`src/rtl/fcmd_pkg.sv`:
```
package fcmd_pkg;
   typedef enum logic [1:0] {RD_ARRAY, RD_ID, RD_STAT} rd_mode_e;
   typedef enum logic [1:0] {PEND_NONE, PEND_ERASE, PEND_PROG, PEND_LOCK} pend_e;
   typedef enum logic [2:0] {OP_ERASE, OP_PROG, OP_SETBLK, OP_SETMST, OP_CLRBLK} op_e;

   localparam logic [7:0] C_READ    = 8'hFF;
   localparam logic [7:0] C_IDENT   = 8'h90;
   localparam logic [7:0] C_STATUS  = 8'h70;
   localparam logic [7:0] C_CLEAR   = 8'h50;
   localparam logic [7:0] C_ERASE   = 8'h20;
   localparam logic [7:0] C_PROG_A  = 8'h40;
   localparam logic [7:0] C_PROG_B  = 8'h10;
   localparam logic [7:0] C_LOCK    = 8'h60;
   localparam logic [7:0] C_SUSPEND = 8'hB0;
   localparam logic [7:0] C_CONFIRM = 8'hD0;
   localparam logic [7:0] C_SETBLK  = 8'h01;
   localparam logic [7:0] C_SETMST  = 8'hF1;
endpackage

```
`src/rtl/fcmd_array.sv`:
```
module fcmd_array #(
   parameter int ADDR_W = 8,
   parameter int BLK_W  = 4
) (
   input  logic                    clk,
   input  logic                    rst_n,
   input  logic [ADDR_W-1:0]       rd_addr_i,
   output logic [7:0]              rd_byte_o,
   input  logic                    prg_en_i,
   input  logic [ADDR_W-1:0]       prg_addr_i,
   input  logic [7:0]              prg_data_i,
   input  logic                    ers_en_i,
   input  logic [ADDR_W-BLK_W-1:0] ers_blk_i
);
   localparam int DEPTH     = 1 << ADDR_W;
   localparam int BLK_BYTES = 1 << BLK_W;

   logic [7:0] mem [DEPTH];

   always_ff @(posedge clk) begin
      if (!rst_n) begin
         for (int i = 0; i < DEPTH; i++) mem[i] <= 8'hFF;
      end else if (ers_en_i) begin
         for (int i = 0; i < BLK_BYTES; i++) mem[{ers_blk_i, BLK_W'(i)}] <= 8'hFF;
      end else if (prg_en_i) begin
         mem[prg_addr_i] <= mem[prg_addr_i] & prg_data_i;
      end
   end

   assign rd_byte_o = mem[rd_addr_i];

   // the controller never requests erase and program in one cycle
   a_r3_single_action: assert property (@(posedge clk) disable iff (!rst_n)
      $onehot0({prg_en_i, ers_en_i}));
endmodule

```
`src/rtl/fcmd_engine.sv`:
```
module fcmd_engine #(
   parameter int CNT_W = 5
) (
   input  logic             clk,
   input  logic             rst_n,
   input  logic             start_i,
   input  logic [CNT_W-1:0] dur_i,
   input  logic             susp_i,
   input  logic             resume_i,
   output logic             busy_o,
   output logic             susp_o,
   output logic             done_o
);
   logic             active_q;
   logic             susp_q;
   logic [CNT_W-1:0] cnt_q;

   always_ff @(posedge clk) begin
      if (!rst_n) begin
         active_q <= 1'b0;
         susp_q   <= 1'b0;
         cnt_q    <= '0;
      end else if (start_i) begin
         active_q <= 1'b1;
         susp_q   <= 1'b0;
         cnt_q    <= dur_i;
      end else if (active_q) begin
         if (susp_q) begin
            if (resume_i) susp_q <= 1'b0;
         end else if (susp_i) begin
            susp_q <= 1'b1;
         end else if (cnt_q == CNT_W'(1)) begin
            active_q <= 1'b0;
            cnt_q    <= '0;
         end else begin
            cnt_q <= cnt_q - CNT_W'(1);
         end
      end
   end

   assign busy_o = active_q;
   assign susp_o = susp_q;
   assign done_o = active_q && !susp_q && !susp_i && (cnt_q == CNT_W'(1));

   // remaining time is frozen while suspended
   a_r7_frozen_count: assert property (@(posedge clk) disable iff (!rst_n)
      (active_q && susp_q && !resume_i && !start_i) |=> ($stable(cnt_q) && susp_q));
endmodule

```
`src/rtl/flash_cmd_ctrl.sv`:
```
module flash_cmd_ctrl
   import fcmd_pkg::*;
#(
   parameter int         ADDR_W    = 8,
   parameter int         BLK_W     = 4,
   parameter int         ERASE_CYC = 20,
   parameter int         PROG_CYC  = 6,
   parameter int         LOCK_CYC  = 4,
   parameter logic [7:0] MFR_CODE  = 8'h5A,
   parameter logic [7:0] DEV_CODE  = 8'hC3
) (
   input  logic              clk,
   input  logic              rst_n,
   input  logic              wr_en,
   input  logic              rd_en,
   input  logic [ADDR_W-1:0] addr,
   input  logic [7:0]        wdata,
   input  logic              vpp_ok,
   output logic [7:0]        rdata
);
   localparam int NBLK_W  = ADDR_W - BLK_W;
   localparam int NBLK    = 1 << NBLK_W;
   localparam int MAX_CYC = (ERASE_CYC > PROG_CYC)
                            ? ((ERASE_CYC > LOCK_CYC) ? ERASE_CYC : LOCK_CYC)
                            : ((PROG_CYC > LOCK_CYC) ? PROG_CYC : LOCK_CYC);
   localparam int CNT_W   = $clog2(MAX_CYC + 1);

   generate
      if (BLK_W < 2 || NBLK_W < 1) begin : g_bad_geom
         $error("flash_cmd_ctrl: block geometry out of range");
      end
      if (ERASE_CYC < 1 || PROG_CYC < 1 || LOCK_CYC < 1) begin : g_bad_cyc
         $error("flash_cmd_ctrl: busy durations must be at least one cycle");
      end
   endgenerate

   rd_mode_e          mode_q;
   pend_e             pend_q;
   op_e               op_q, new_op;
   logic [ADDR_W-1:0] op_addr_q;
   logic [7:0]        op_data_q;
   logic              e_ers_q, e_prg_q, e_vpp_q, e_lck_q;
   logic              mst_q;
   logic [NBLK-1:0]   blk_lock_q;
   logic [7:0]        rdata_q;

   logic              busy, susp, done;
   logic              second, seq_ok, blocked, launch, susp_req, resume_req;
   logic [CNT_W-1:0]  dur;
   logic [7:0]        status, id_byte, arr_byte;
   logic [NBLK_W-1:0] blk;

   assign blk    = addr[ADDR_W-1:BLK_W];
   assign second = wr_en && (pend_q != PEND_NONE);

   always_comb begin
      seq_ok = 1'b0;
      new_op = OP_ERASE;
      unique case (pend_q)
         PEND_ERASE: seq_ok = (wdata == C_CONFIRM);
         PEND_PROG: begin
            seq_ok = 1'b1;
            new_op = OP_PROG;
         end
         PEND_LOCK: begin
            if (wdata == C_SETBLK) begin
               seq_ok = 1'b1; new_op = OP_SETBLK;
            end else if (wdata == C_SETMST) begin
               seq_ok = 1'b1; new_op = OP_SETMST;
            end else if (wdata == C_CONFIRM) begin
               seq_ok = 1'b1; new_op = OP_CLRBLK;
            end
         end
         default: ;
      endcase
      unique case (new_op)
         OP_ERASE: dur = CNT_W'(ERASE_CYC);
         OP_PROG:  dur = CNT_W'(PROG_CYC);
         default:  dur = CNT_W'(LOCK_CYC);
      endcase
   end

   assign blocked    = (((new_op == OP_ERASE) || (new_op == OP_PROG)) && blk_lock_q[blk])
                    || (((new_op == OP_SETBLK) || (new_op == OP_CLRBLK)) && mst_q);
   assign launch     = second && seq_ok && vpp_ok && !blocked;
   assign susp_req   = wr_en && (pend_q == PEND_NONE) && busy && !susp
                    && (wdata == C_SUSPEND) && ((op_q == OP_ERASE) || (op_q == OP_PROG));
   assign resume_req = wr_en && (pend_q == PEND_NONE) && susp && (wdata == C_CONFIRM);

   fcmd_engine #(.CNT_W(CNT_W)) engine_i (
      .clk(clk), .rst_n(rst_n), .start_i(launch), .dur_i(dur),
      .susp_i(susp_req), .resume_i(resume_req),
      .busy_o(busy), .susp_o(susp), .done_o(done)
   );

   fcmd_array #(.ADDR_W(ADDR_W), .BLK_W(BLK_W)) array_i (
      .clk(clk), .rst_n(rst_n), .rd_addr_i(addr), .rd_byte_o(arr_byte),
      .prg_en_i(done && (op_q == OP_PROG)), .prg_addr_i(op_addr_q), .prg_data_i(op_data_q),
      .ers_en_i(done && (op_q == OP_ERASE)), .ers_blk_i(op_addr_q[ADDR_W-1:BLK_W])
   );

   generate
      for (genvar g = 0; g < NBLK; g++) begin : g_lock
         always_ff @(posedge clk) begin
            if (!rst_n)
               blk_lock_q[g] <= 1'b0;
            else if (done && (op_q == OP_CLRBLK))
               blk_lock_q[g] <= 1'b0;
            else if (done && (op_q == OP_SETBLK) && (op_addr_q[ADDR_W-1:BLK_W] == NBLK_W'(g)))
               blk_lock_q[g] <= 1'b1;
         end
      end
   endgenerate

   always_ff @(posedge clk) begin
      if (!rst_n) begin
         mode_q    <= RD_ARRAY;
         pend_q    <= PEND_NONE;
         op_q      <= OP_ERASE;
         op_addr_q <= '0;
         op_data_q <= '0;
         {e_ers_q, e_prg_q, e_vpp_q, e_lck_q} <= '0;
         mst_q     <= 1'b0;
      end else begin
         if (done && (op_q == OP_SETMST)) mst_q <= 1'b1;
         if (second) begin
            pend_q <= PEND_NONE;
            mode_q <= RD_STAT;
            if (launch) begin
               op_q      <= new_op;
               op_addr_q <= addr;
               op_data_q <= wdata;
            end else if (!seq_ok) begin
               e_ers_q <= 1'b1;
               e_prg_q <= 1'b1;
            end else if (!vpp_ok) begin
               e_vpp_q <= 1'b1;
            end else begin
               e_lck_q <= 1'b1;
               if ((new_op == OP_ERASE) || (new_op == OP_CLRBLK)) e_ers_q <= 1'b1;
               else                                               e_prg_q <= 1'b1;
            end
         end else if (wr_en && busy && !susp) begin
            if ((wdata == C_STATUS) || susp_req) mode_q <= RD_STAT;
         end else if (wr_en && susp) begin
            unique case (wdata)
               C_READ:              mode_q <= RD_ARRAY;
               C_IDENT:             mode_q <= RD_ID;
               C_STATUS, C_CONFIRM: mode_q <= RD_STAT;
               default: ;
            endcase
         end else if (wr_en) begin
            unique case (wdata)
               C_READ:             mode_q <= RD_ARRAY;
               C_IDENT:            mode_q <= RD_ID;
               C_STATUS:           mode_q <= RD_STAT;
               C_CLEAR:            {e_ers_q, e_prg_q, e_vpp_q, e_lck_q} <= '0;
               C_ERASE: begin
                  pend_q <= PEND_ERASE; mode_q <= RD_STAT;
               end
               C_PROG_A, C_PROG_B: begin
                  pend_q <= PEND_PROG; mode_q <= RD_STAT;
               end
               C_LOCK: begin
                  pend_q <= PEND_LOCK; mode_q <= RD_STAT;
               end
               default: ;
            endcase
         end
      end
   end

   assign status = {(!busy || susp), (susp && (op_q == OP_ERASE)), e_ers_q, e_prg_q,
                    e_vpp_q, (susp && (op_q == OP_PROG)), e_lck_q, 1'b0};

   always_comb begin
      unique case (addr[BLK_W-1:0])
         BLK_W'(0): id_byte = MFR_CODE;
         BLK_W'(1): id_byte = DEV_CODE;
         BLK_W'(2): id_byte = {7'b0, blk_lock_q[blk]};
         BLK_W'(3): id_byte = {7'b0, mst_q};
         default:   id_byte = 8'h00;
      endcase
   end

   always_ff @(posedge clk) begin
      if (!rst_n)
         rdata_q <= 8'h00;
      else if (rd_en)
         unique case (mode_q)
            RD_ARRAY: rdata_q <= arr_byte;
            RD_ID:    rdata_q <= id_byte;
            default:  rdata_q <= status;
         endcase
   end

   assign rdata = rdata_q;

   // a running, unsuspended operation never leaves array reads selected
   a_r6_no_array_while_busy: assert property (@(posedge clk) disable iff (!rst_n)
      (busy && !susp) |-> (mode_q != RD_ARRAY));

   // any completed two-cycle sequence selects status reads
   a_r5_status_after_seq: assert property (@(posedge clk) disable iff (!rst_n)
      second |=> (mode_q == RD_STAT));

   // error flags only fall on an accepted clear command
   a_r10_sticky_errors: assert property (@(posedge clk) disable iff (!rst_n)
      !(wr_en && (pend_q == PEND_NONE) && !busy && (wdata == C_CLEAR))
      |=> (($past({e_ers_q, e_prg_q, e_vpp_q, e_lck_q}) & ~{e_ers_q, e_prg_q, e_vpp_q, e_lck_q}) == 4'b0));
endmodule

```
`config.mk`:
```
export PLATFORM = sky130hd
export DESIGN_NAME = flash_cmd_ctrl
export DESIGN_NICKNAME = d
export VERILOG_FILES = /design/src/rtl/fcmd_pkg.sv /design/src/rtl/fcmd_array.sv /design/src/rtl/fcmd_engine.sv /design/src/rtl/flash_cmd_ctrl.sv
export SDC_FILE = /design/constraint.sdc
export NUM_CORES = 2
export LEC_CHECK = 0
export ABC_CLOCK_PERIOD_IN_PS = 6200
export BUFFER_PORTS_ARGS = -buffer_cell sky130_fd_sc_hd__buf_2
export CORE_AREA = 2 2 432 477
export DETAILED_ROUTE_END_ITERATION = 10
export DIE_AREA = 0 0 434 479
export PLACE_DENSITY = 0.69
export SLEW_MARGIN = 40
export SYNTH_ARGS = -nofsm -noshare
export SYNTH_HDL_FRONTEND = slang
export SYNTH_SLANG_ARGS = --single-unit
```
`constraint.sdc`:
```
create_clock -name clk -period 6.2 [get_ports clk]
set_input_delay 0.31 -clock clk [delete_from_list [all_inputs] [get_ports clk]]
set_output_delay 0.31 -clock clk [all_outputs]
set_load 0.01 [all_outputs]
```
==> summary.md <==
| Metric | Value |
|---|---|
| Status | `finished, final reports clean` |
| Achievable clock frequency | `between 150 and 200 MHz` |
| I/O pins | `29` |
| Total Nets Final | `about 7600` |
| Syn Area/Cell | `between 10 and 15 sq um` |
| Crit end category | `flip-flop` |
| Fin worst setup slack | `1.20 ns` |
| Drt pass-1 iters | `8` |
| Clk buf depth | `3` |
| Row Count | `about 170` |
| Detailed Route Iter0 Violations | `between 10000 and 15000` |
| Fraction of power spent switching nets | `23.4%` |
| Antenna violation net count after detailed routing | `0` |
| CP arrival | `around 5.6 ns` |
| Ys flop type | `edfxtp_1` |
| Core box area | `203000 sq um` |
| Post-route minimum period | `about 5.0 ns` |
| Final non-filler cell total | `10477` |
| R2r setup slk | `about 1.2 ns` |
| Maximum vdd ir drop | `~0.28 mV` |
| CTS Buf Count | `209` |
| RSZ-0062 raised after global routing | `false` |
| Switching pwr | `~7.6 mW` |
| Clock transition at the registers of the reported paths | `approximately 0.070 ns` |
| Post-Route WL | `about 380000 um` |
| Die height | `roughly 480 um` |
| Post-synthesis cell area | `around 110000 sq um` |
| Synthesized Nets | `around 7800` |
| Sequential-to-total area share from yosys stat | `56.6%` |
| Flop pwr share | `between 50 and 60%` |
| Register bit total from synthesis | `approximately 2100` |
| Crit Path Category | `flip-flop to flip-flop` |
| Max FO, Critical Path | `75` |
| Hold WS | `~0.068 ns` |
| Final setup vio count | `0` |
| Commonest non-fill, non-tap cell in the layout | `edfxtp_1` |
| Total placed cells including tap cells | `10052` |
| Slew @ Worst Pin | `about 0.95 ns` |
| Post-cts sizing count | `0` |
| Share of cells above drive strength 1 | `approximately 25%` |
| Clk sink count | `2115` |
| Vias in the first global route | `between 70000 and 80000` |
| Largest net degree at the start of global routing | `around 160` |
| Vias | `roughly 76000` |
| First-pass GRT wire length | `roughly 540000 um` |
| Setup slack at placement | `~1.4 ns` |
| Mapped Cells | `slightly below 8000` |
| Post-route DRC | `0` |
| Min-delay worst type | `input port to flip-flop` |
| Layout Skew | `~0.067 ns` |
| Clock latency at the later pin of the worst-skew pair | `around 0.9 ns` |
| Via density | `roughly 7.2` |
| P&R area growth vs syn | `9.48%` |
| Synth cell types | `73` |
| Critical path data required time | `just under 7 ns` |
| Int Pwr | `25.0 mW` |
| Post-synth EDFFs | `between 2000 and 2500` |
| Setup crit start kind | `flip-flop` |
| Final Hold Viols | `0` |
| YS warnings | `0` |
| Final worst-path cycle share | `roughly 81%` |
| DP HPWL | `250000 um` |
| Initial Util | `between 50 and 60%` |
| GRT Residual Overflow | `0` |
| Asr flop ratio synth | `0%` |
| Die X-Extent | `434 um` |
| Pwr per Cell Area | `~270 nW/um^2` |
| Finished Cell Area | `122000 sq um` |
| GRT Total Usage | `around 37%` |
| CTS tree | `built` |
| Logic gate share of total power | `under 10%` |
| Pleak | `about 37 nW` |
| Die area | `around 210000 sq um` |
| Most frequent cells in the layout | `edfxtp_1, nand2_1, mux4_2` |
| Initial antenna violation count | `22` |
| DP Area | `114000 sq um` |
| DR WL/cell | `~36 um` |
| Root Driver | `clkbuf_16` |
| GPL Wtd Cong | `1.01` |
| Port Buffers | `28` |
| Slew HR | `between 30% and 40%` |
| H-tree depth | `4` |
| Clock share of power | `41.0%` |
| TNS Setup | `0 ns` |
| Filler cell count | `15251` |
| Slew Viols, Final | `0` |
| Max Cap Viol | `0` |
==> flip-flops by register name, summed over array words and instances (netlist names), 2 cells and up, named ones only <==
register / flops
blk_lock_q: 16
rdata: 8
op_q: 3
op_addr_q: 8
pend_q: 2
mode_q: 2
array_i.mem: 2048
engine_i.cnt_q: 5
op_data_q: 8
==> through the flow <==
step                      utilization (%)  power (mW)
after global routing                 59.8        33.2
after CTS                            59.7        32.5
after detailed placement             56.1        19.4
after floorplan                         -        18.3
after global placement               56.0        19.3
final                                59.8        32.6
==> path summary, 6_finish.rpt <==
path,depth (start not counted),start,to
worst max register to register,9,flip-flop,array_i.mem[201][0]
worst min register to register,2,blk_lock_q[9],blk_lock_q[9]
worst max-delay path,9,flip-flop,array_i.mem[201][0]
worst min-delay path,3,addr[7],op_addr_q[7]
==> cells by family (layout without fill, tap and decap cells) <==
logic type,after synthesis,in the layout,synth area share (%)
XOR/XNOR,3,3,0.0237
buffers and inverters,783,777,3.86
adder cells (fa/ha/maj),2,2,0.0225
flip-flops,2115,2115,56.6
AO/OA/AOI/OAI,1124,1124,5.65
multiplexers,1446,1446,25.8
AND/OR/NAND/NOR,2267,2267,8.07
other,0,15,0
==> power by group through the flow <==
stage | combinational, mW | clock [mW] | sequential [mW]
floorplan | 1.53 | 0 | 16.8
global placement | 2.35 | 0 | 17.0
detailed placement | 2.39 | 0 | 17.0
CTS | 2.41 | 13.3 | 16.7
global route | 2.53 | 13.9 | 16.8
finish | 2.49 | 13.3 | 16.8
==> Yosys cell counts (all sizes together) (31+ instances only) <==
cell	n	area, sq um
a21oi	80	400
buf	447	3030
clkbuf	318	1200
dfxtp	67	1340
edfxtp	2048	61500
mux2	31	349
mux2i	283	2830
mux4	1132	25500
nand2	1704	6400
nand3	51	255
nor2	372	1400
o21ai	835	4180
o22ai	42	263
==> what timing repair did <==
| item | 4_1_cts | 5_1_grt |
|---|---|---|
| buffers inserted | 0 | 0 |
| endpoints found under the hold margin | 26 | 0 |
| hold buffers | 16 | 0 |
==> cell type report <==
class	count	area, sq um	share of cell area, %
timing repair buffer	370	3670	3.02
clock inverter	131	1570	1.29
antenna	15	37.5	0.0309
tap	2728	3410	2.81
inverter	18	75.1	0.0617
clock buffer	258	5500	4.52
sequential	2115	62900	51.7
multi-input combinational	4842	44500	36.6
==> critical path, cell delays in order (launching register included) <==
cell,delay (ns)
dfxtp_4,0.79
buf_12,0.50
mux4_2,0.59
mux2i_1,0.72
nand2_1,0.45
nand4_1,0.23
o21ai_1,0.18
o221ai_4,0.47
buf_12,0.42
nand2_1,0.12
==> layer usage <==
metal | routed length (um) | GRT usage (%)
met5 | 126 | 0
met2 | 172000 | 54.6
met1 | 124000 | 47.1
met4 | 30300 | 24.2
met3 | 53400 | 11.3
No activity file was read; power rests on OpenSTA's default activity.
